<file path="src/rtl/spi_quad_switch.sv">
module spi_quad_switch #(
  parameter int NCH = 4,
  parameter int FRAME_BITS = 8
) (
  input  logic             clk,
  input  logic             rst_n,
  input  logic             sclk,
  input  logic             cs_n,
  input  logic             si,
  output logic             so,
  output logic             so_en,
  input  logic [NCH-1:0]   par_in,
  input  logic             prg,
  input  logic [2*NCH-1:0] chan_stat,
  output logic [NCH-1:0]   ch_out
);
  localparam int CW = $clog2(FRAME_BITS + 2) + 1;
  localparam logic [CW-1:0] CMAX = '1;

  typedef enum logic [1:0] {RSP_DIAG, RSP_READ, RSP_ECHO} resp_t;

  logic [2:0] sclk_q, cs_q;
  logic [1:0] si_q;
  logic [FRAME_BITS-1:0] rx_q, tx_q, rsp_word;
  logic [CW-1:0] cnt_q;
  logic first_q, and_q;
  logic [NCH-1:0] data_q, fault_ok, eff_in;
  resp_t resp_q;

  wire sclk_rise = sclk_q[1] & ~sclk_q[2];
  wire sclk_fall = ~sclk_q[1] & sclk_q[2];
  wire cs_fall   = ~cs_q[1] & cs_q[2];
  wire cs_rise   = cs_q[1] & ~cs_q[2];
  wire cs_act    = ~cs_q[1];
  wire full_frame = (cnt_q == CW'(FRAME_BITS));

  always_ff @(posedge clk or negedge rst_n)
    if (!rst_n) begin
      sclk_q <= '0;
      cs_q   <= '1;
      si_q   <= '0;
    end else begin
      sclk_q <= {sclk_q[1:0], sclk};
      cs_q   <= {cs_q[1:0], cs_n};
      si_q   <= {si_q[0], si};
    end

  genvar g;
  generate
    for (g = 0; g < NCH; g++) begin : g_ch
      assign fault_ok[g] = &chan_stat[2*g +: 2];
    end
  endgenerate

  always_comb
    case (resp_q)
      RSP_READ: rsp_word = {par_in, fault_ok};
      RSP_DIAG: rsp_word = chan_stat;
      default:  rsp_word = '0;
    endcase

  always_ff @(posedge clk or negedge rst_n)
    if (!rst_n) begin
      rx_q    <= '0;
      tx_q    <= '0;
      cnt_q   <= '0;
      first_q <= 1'b0;
    end else if (cs_fall) begin
      cnt_q   <= '0;
      first_q <= 1'b1;
      tx_q    <= rsp_word;
    end else if (cs_act) begin
      if (sclk_fall) begin
        rx_q  <= {rx_q[FRAME_BITS-2:0], si_q[1]};
        cnt_q <= (cnt_q == CMAX) ? cnt_q : cnt_q + 1'b1;
      end
      if (sclk_rise) begin
        if (first_q) first_q <= 1'b0;
        else         tx_q    <= {tx_q[FRAME_BITS-2:0], 1'b0};
      end
    end

  always_ff @(posedge clk or negedge rst_n)
    if (!rst_n) begin
      data_q <= '0;
      and_q  <= 1'b0;
      resp_q <= RSP_DIAG;
    end else if (cs_rise) begin
      resp_q <= RSP_DIAG;
      if (full_frame)
        case (rx_q[FRAME_BITS-1 -: 4])
          4'b1100: resp_q <= RSP_READ;
          4'b1010: resp_q <= RSP_ECHO;
          4'b0011: begin and_q <= 1'b0; data_q <= rx_q[NCH-1:0]; end
          4'b1111: begin and_q <= 1'b1; data_q <= rx_q[NCH-1:0]; end
          default: ;
        endcase
    end

  assign so_en  = ~cs_n;
  assign so     = (resp_q == RSP_ECHO) ? si : tx_q[FRAME_BITS-1];
  assign eff_in = prg ? par_in : ~par_in;
  assign ch_out = !rst_n ? '0 : (and_q ? (eff_in & data_q) : (eff_in | data_q));

  a_r1_latch_on_cs_rise: assert property (@(posedge clk) disable iff (!rst_n)
    !cs_rise |=> $stable(data_q) && $stable(and_q));
  a_r10_short_frame_kept: assert property (@(posedge clk) disable iff (!rst_n)
    cs_rise && !full_frame |=> $stable(data_q) && $stable(and_q) && resp_q == RSP_DIAG);
  a_r6_echo_single_frame: assert property (@(posedge clk) disable iff (!rst_n)
    resp_q == RSP_ECHO && cs_rise && !(full_frame && rx_q[FRAME_BITS-1 -: 4] == 4'b1010)
    |=> resp_q != RSP_ECHO);
  a_r2_count_restart: assert property (@(posedge clk) disable iff (!rst_n)
    cs_fall |=> cnt_q == '0 && first_q);
  a_r6_resp_frame_stable: assert property (@(posedge clk) disable iff (!rst_n)
    !cs_rise |=> $stable(resp_q));
endmodule

</file>
<file path="config.mk">
export PLATFORM = sky130hd
export DESIGN_NAME = spi_quad_switch
export DESIGN_NICKNAME = d
export VERILOG_FILES = /design/src/rtl/spi_quad_switch.sv
export SDC_FILE = /design/constraint.sdc
export NUM_CORES = 1
export LEC_CHECK = 0
export ABC_AREA = 1
export BUFFER_PORTS_ARGS = -buffer_cell sky130_fd_sc_hd__buf_2
export CORE_MARGIN = 1
export CORE_UTILIZATION = 54
export CTS_CLUSTER_SIZE = 16
export DETAILED_ROUTE_END_ITERATION = 6
export PLACE_DENSITY = 0.75
export SETUP_SLACK_MARGIN = 0.1
export SYNTH_ARGS = -nofsm -noshare
export SYNTH_HDL_FRONTEND = slang
export SYNTH_SLANG_ARGS = --single-unit
</file>
<file path="constraint.sdc">
create_clock -name clk -period 2.5 [get_ports clk]
set_input_delay 0.25 -clock clk [delete_from_list [all_inputs] [get_ports clk]]
set_output_delay 0.25 -clock clk [all_outputs]
set_load 0.02 [all_outputs]
</file>
Word level (Yosys, flattened, before mapping)
Cells that the tools add are included.
{ "totals": {"ff_bits": 37, "inputBits": 18, "out_inout_bits": 6, "elab_cells": 69} }
{ "classes": {"addsub": 1, "n_eq_ne": 11, "n_mux": 19, "n_bitwise": 13, "n_reduce_logical": 15} }
{ "ops": {"columns": ["cell", "count"], "rows": [
  ["two-way mux 8 bit", 4],
  ["two-way mux 5 bit", 4],
  ["case mux 8 bit (2 select lines)", 1],
  ["AND reduction 3 bit", 5],
  ["equality test 4 bit (second input constant)", 3],
  ["two-way mux 4 bit", 3],
  ["AND reduction 2 bit", 5],
  ["NOT 1 bit", 6],
  ["nonzero test 2 bit", 3],
  ["adder 5 x 1 -> 5 bit (second input constant)", 1],
  ["equality test 5 x 4 -> 1 bit (second input constant)", 1],
  ["equality test 5 bit (second input constant)", 1],
  ["bitwise AND 1 bit", 4],
  ["bitwise AND 4 bit", 1],
  ["equality test 4 x 2 -> 1 bit (second input constant)", 1],
  ["two-way mux 1 bit", 4],
  ["inequality test 2 x 1 -> 1 bit (second input constant)", 2],
  ["NOT 4 bit", 1],
  ["OR 4 bit", 1],
  ["case mux 2 bit (2 select lines)", 1],
  ["equality test 2 x 1 -> 1 bit (second input constant)", 1],
  ["equality test 2 bit (second input constant)", 1],
  ["zero test 2 bit", 1],
  ["two-way mux 2 bit", 1],
  ["3 further kinds", 3]
]} }

Longest topological paths before layout
{ "depth": {"ltp_word": 5, "depth_mapped": 10, "depth_no_buf": 10} }

Worst setup path after synthesis
Ideal clock, no wire load.
{ "synth_timing": {"path_type": "reg2reg", "from": "register cnt_q[0]", "to": "register cnt_q[3]", "setup_time_ns": 0.117, "t_arrival_ns": 1.275, "setup_slack_ns": 1.108, "path_stages_with_launch": 11, "path_buffers": 0, "cell_sequence": "dfrtp_1 -> ha_1 -> nand2_1 -> nor2_1 -> ha_1 -> nor2_1 -> nand2_1 -> nor2_1 -> nand2_1 -> nand2_1 -> nor2_1"} }
{ "synth_via": {"elab_chain_cells": 5, "word_cells_on_any_way": 8} }
{ "synth_lines": {"columns": ["item", "line_no", "source"], "rows": [
  ["from (decl)", "25", "logic [CW-1:0] cnt_q;"],
  ["from (signal assigned)", "75", "cnt_q <= (cnt_q == CMAX) ? cnt_q : cnt_q + 1'b1;"],
  ["adder 5 x 1 -> 5 bit", "75", null],
  ["two-way mux 5 bit", "75", null],
  ["two-way mux 5 bit", "73", "if (sclk_fall) begin"],
  ["two-way mux 5 bit", "72", "end else if (cs_act) begin"],
  ["two-way mux 5 bit", "68", "end else if (cs_fall) begin"]
]} }
Parallel ways exist; a longest one is shown, timed or not. The select of a mux whose other input is x is not followed.
A chain may end at the register's enable or synchronous reset.

Worst setup path after layout
{ "layout_timing": {"from": "input port rst_n", "to": "output port ch_out[3]"} }
{ "layout_via": {"elab_chain_cells": 1} }
{ "layout_lines": {"columns": ["item", "line_no", "source"], "rows": [
  ["from (decl)", "6", "input logic rst_n,"],
  ["two-way mux 4 bit", "103", "assign ch_out = !rst_n ? '0 : (and_q ? (eff_in & data_q) : (eff_in | data_q));"],
  ["to (decl)", "15", "output logic [NCH-1:0] ch_out"]
]} }
No other way between the ends.

==> run metrics <==
hpwl dp=2.382 mm; Crit Path Category=in2out; Reg area=929.6 sq um; pwr/cell area=between 600 and 700 nW/um^2; nets=roughly 270; synth top area cells=dfrtp_1 47%, nand2_1 13%, nand3_1 8.3%, dfstp_2 4.4%, inv_1 4.4%; top-area cell type share of the netlist area=47.29%; global-route wire length before repair=5.375 mm; Avg Synthesized Cell Area=8.141 sq um; Max Slew Vio Count=0; worst-skew pair later-pin latency=0.34 ns; vias=1460; DR WL met3=154 um; antenna cells=0; Max-cap violations=0; Ports=24; crit path launch type=input port; post-route antenna net violation count=0; GRT overflow=0; Slew @ Worst Pin=0.4433 ns; htree depth=2; Setup Skew=0.01522 ns; largest net degree at the start of global routing=37; Max FO, Critical Path=6; sequential area share after synthesis=51.67%; Lkg Pwr=1.059 nW; Setup Buffers After CTS=0; Synth area leader=dfrtp_1; CTS Hold Bufs=1; crit end category=primary output; vias per std cell=4.932; syn_nets=roughly 240; Starting Density=57.98%; CP required=roughly 2.3 ns; netlist area before placement=around 1800 sq um; Fmax=633.0 MHz; Reg clk slew, reported paths=0.10 ns; layout cells sized above 1=approximately 16%; initial DRC count=slightly above 60; final wirelength=3.212 mm; CTS tree=built; Hold Vio Cnt, Final=0; vias in the first global route=about 1.3k; Finish-stage setup viols=0; GP Congestion=0.7672; Syn Inst Count=roughly 220; Seq cells post-synth=37; Post-CTS Resized=0; number of buffers created by CTS=5; clock root buffer=clkbuf_4; Distinct cells, synth=24; die width=59.72 um; most frequent cells in the layout=64 x nand2_1, 34 x dfrtp_1, 30 x nand3_1; Remaining DRCs=0; outcome=finished, final reports clean; Max Root-Sink Buffers=2; commonest non-fill, non-tap cell in the layout=nand2_1; DIE AREA=3566 sq um; WL met2=1.375 mm; Period minus WS final=~1.6 ns; Total Routing Usage GR=20.67%; wire length per cell=10.85 um; cell row count=20; CTS Sinks=37; Final Cycle Share=63.19%; worst min-delay path class=in2reg; r2r setup slk=1.01 ns; M1 WL=1.644 mm; peak supply drop=0.4059 mV; Fill cells=290; Max Used Layer=met4; footprint of the multi-input gates=762.0 sq um; data arrival time of the worst path=about 1.3 ns; hold_ws=between 0.04 and 0.05 ns; initial antenna violation count=0; Ys Warns=0; normalized max-slew margin=70.45%; core region area=approximately 3100 sq um; port bufs=23; RSZ-0062 raised after global routing=no; router iterations before antenna repair=4; Die Y=59.72 um; synthesis-to-finish area growth=13.42%; TNS Setup=0 ns
-- logic make-up after synthesis --
family	synth area share, %
XOR/XNOR	1.947
AO/OA/AOI/OAI	7.163
adder cells (fa/ha/maj)	2.086
buffers and inverters	5.981
AND/OR/NAND/NOR	31.15
flip-flops	51.67
-- layout make-up --
| type | count | share of cell area (%) |
|---|---|---|
| Sequential cell | 37 | 45.55 |
| Multi-Input combinational cell | 158 | 37.34 |
| Timing Repair Buffer | 27 | 7.480 |
| Inverter | 23 | 4.231 |
| Clock buffer | 7 | 2.698 |
| Tap cell | 44 | 2.698 |
-- final timing paths --
kind / cells past startpoint / end / from
worst min register to register: 0 / sclk_q[1] / sclk_q[0]
worst min-delay path: 1 / si_q[0] / si
min in group asynchronous: 2 / data_q[2] / rst_n
max in group asynchronous: 3 / cs_q[0] / rst_n
worst max register to register: 10 / cnt_q[3] / cnt_q[0]
worst max-delay path: 5 / ch_out[3] / rst_n
-- per-layer routing --
layer  vias up  track usage (%)
met5         -                0
met4         0            7.973
met3         6            4.545
met2        35            33.33
met1       642            27.26
li1        777                -
-- sequential cells by signal, indices dropped and copies added (netlist names) --
signal and cells:
and_q 1, data_q 4, first_q 1, cnt_q 5, tx_q 8, resp_q 2, si_q 2, rx_q 8
cs_q 3, sclk_q 3
-- critical path, cell delays in order --
cell and delay, ns:
dlygate4sd3_1 0.52, buf_2 0.16, o21ai_0 0.09, a21oi_1 0.12, buf_2 0.18
-- through the flow --
stage	power, W	util (%)	cells	setup slack [ns]	area [sq um]
after floorplan	0.0008564	-	221	1.108	1799
after global placement	0.0009226	63.02	286	1.055	1956
after detailed placement	0.0009282	63.02	286	1.025	1956
after CTS	0.001242	65.12	294	0.9166	2021
after global routing	0.001314	65.77	296	0.8192	2041
final	0.001233	65.77	296	0.9201	2041
-- report_power, final --
part	leakage [nW]	switching [W]	internal, W
sequential	0.462	0.0000480	0.000669
clock	0.0314	0.000183	0.000133
combinational	0.566	0.000121	0.0000794
-- synth_stat cells (all sizes together) --
master and number:
a21oi 9, buf 3, dfrtp 34, dfstp 3, ha 3, inv 23
nand2 65, nand3 31, nand3b 1, nand4 4, nor2 19, nor3 2
o211ai 1, o21ai 14, o22ai 1, or2 4, xor2 4
Power figures use the tool's default switching activity.
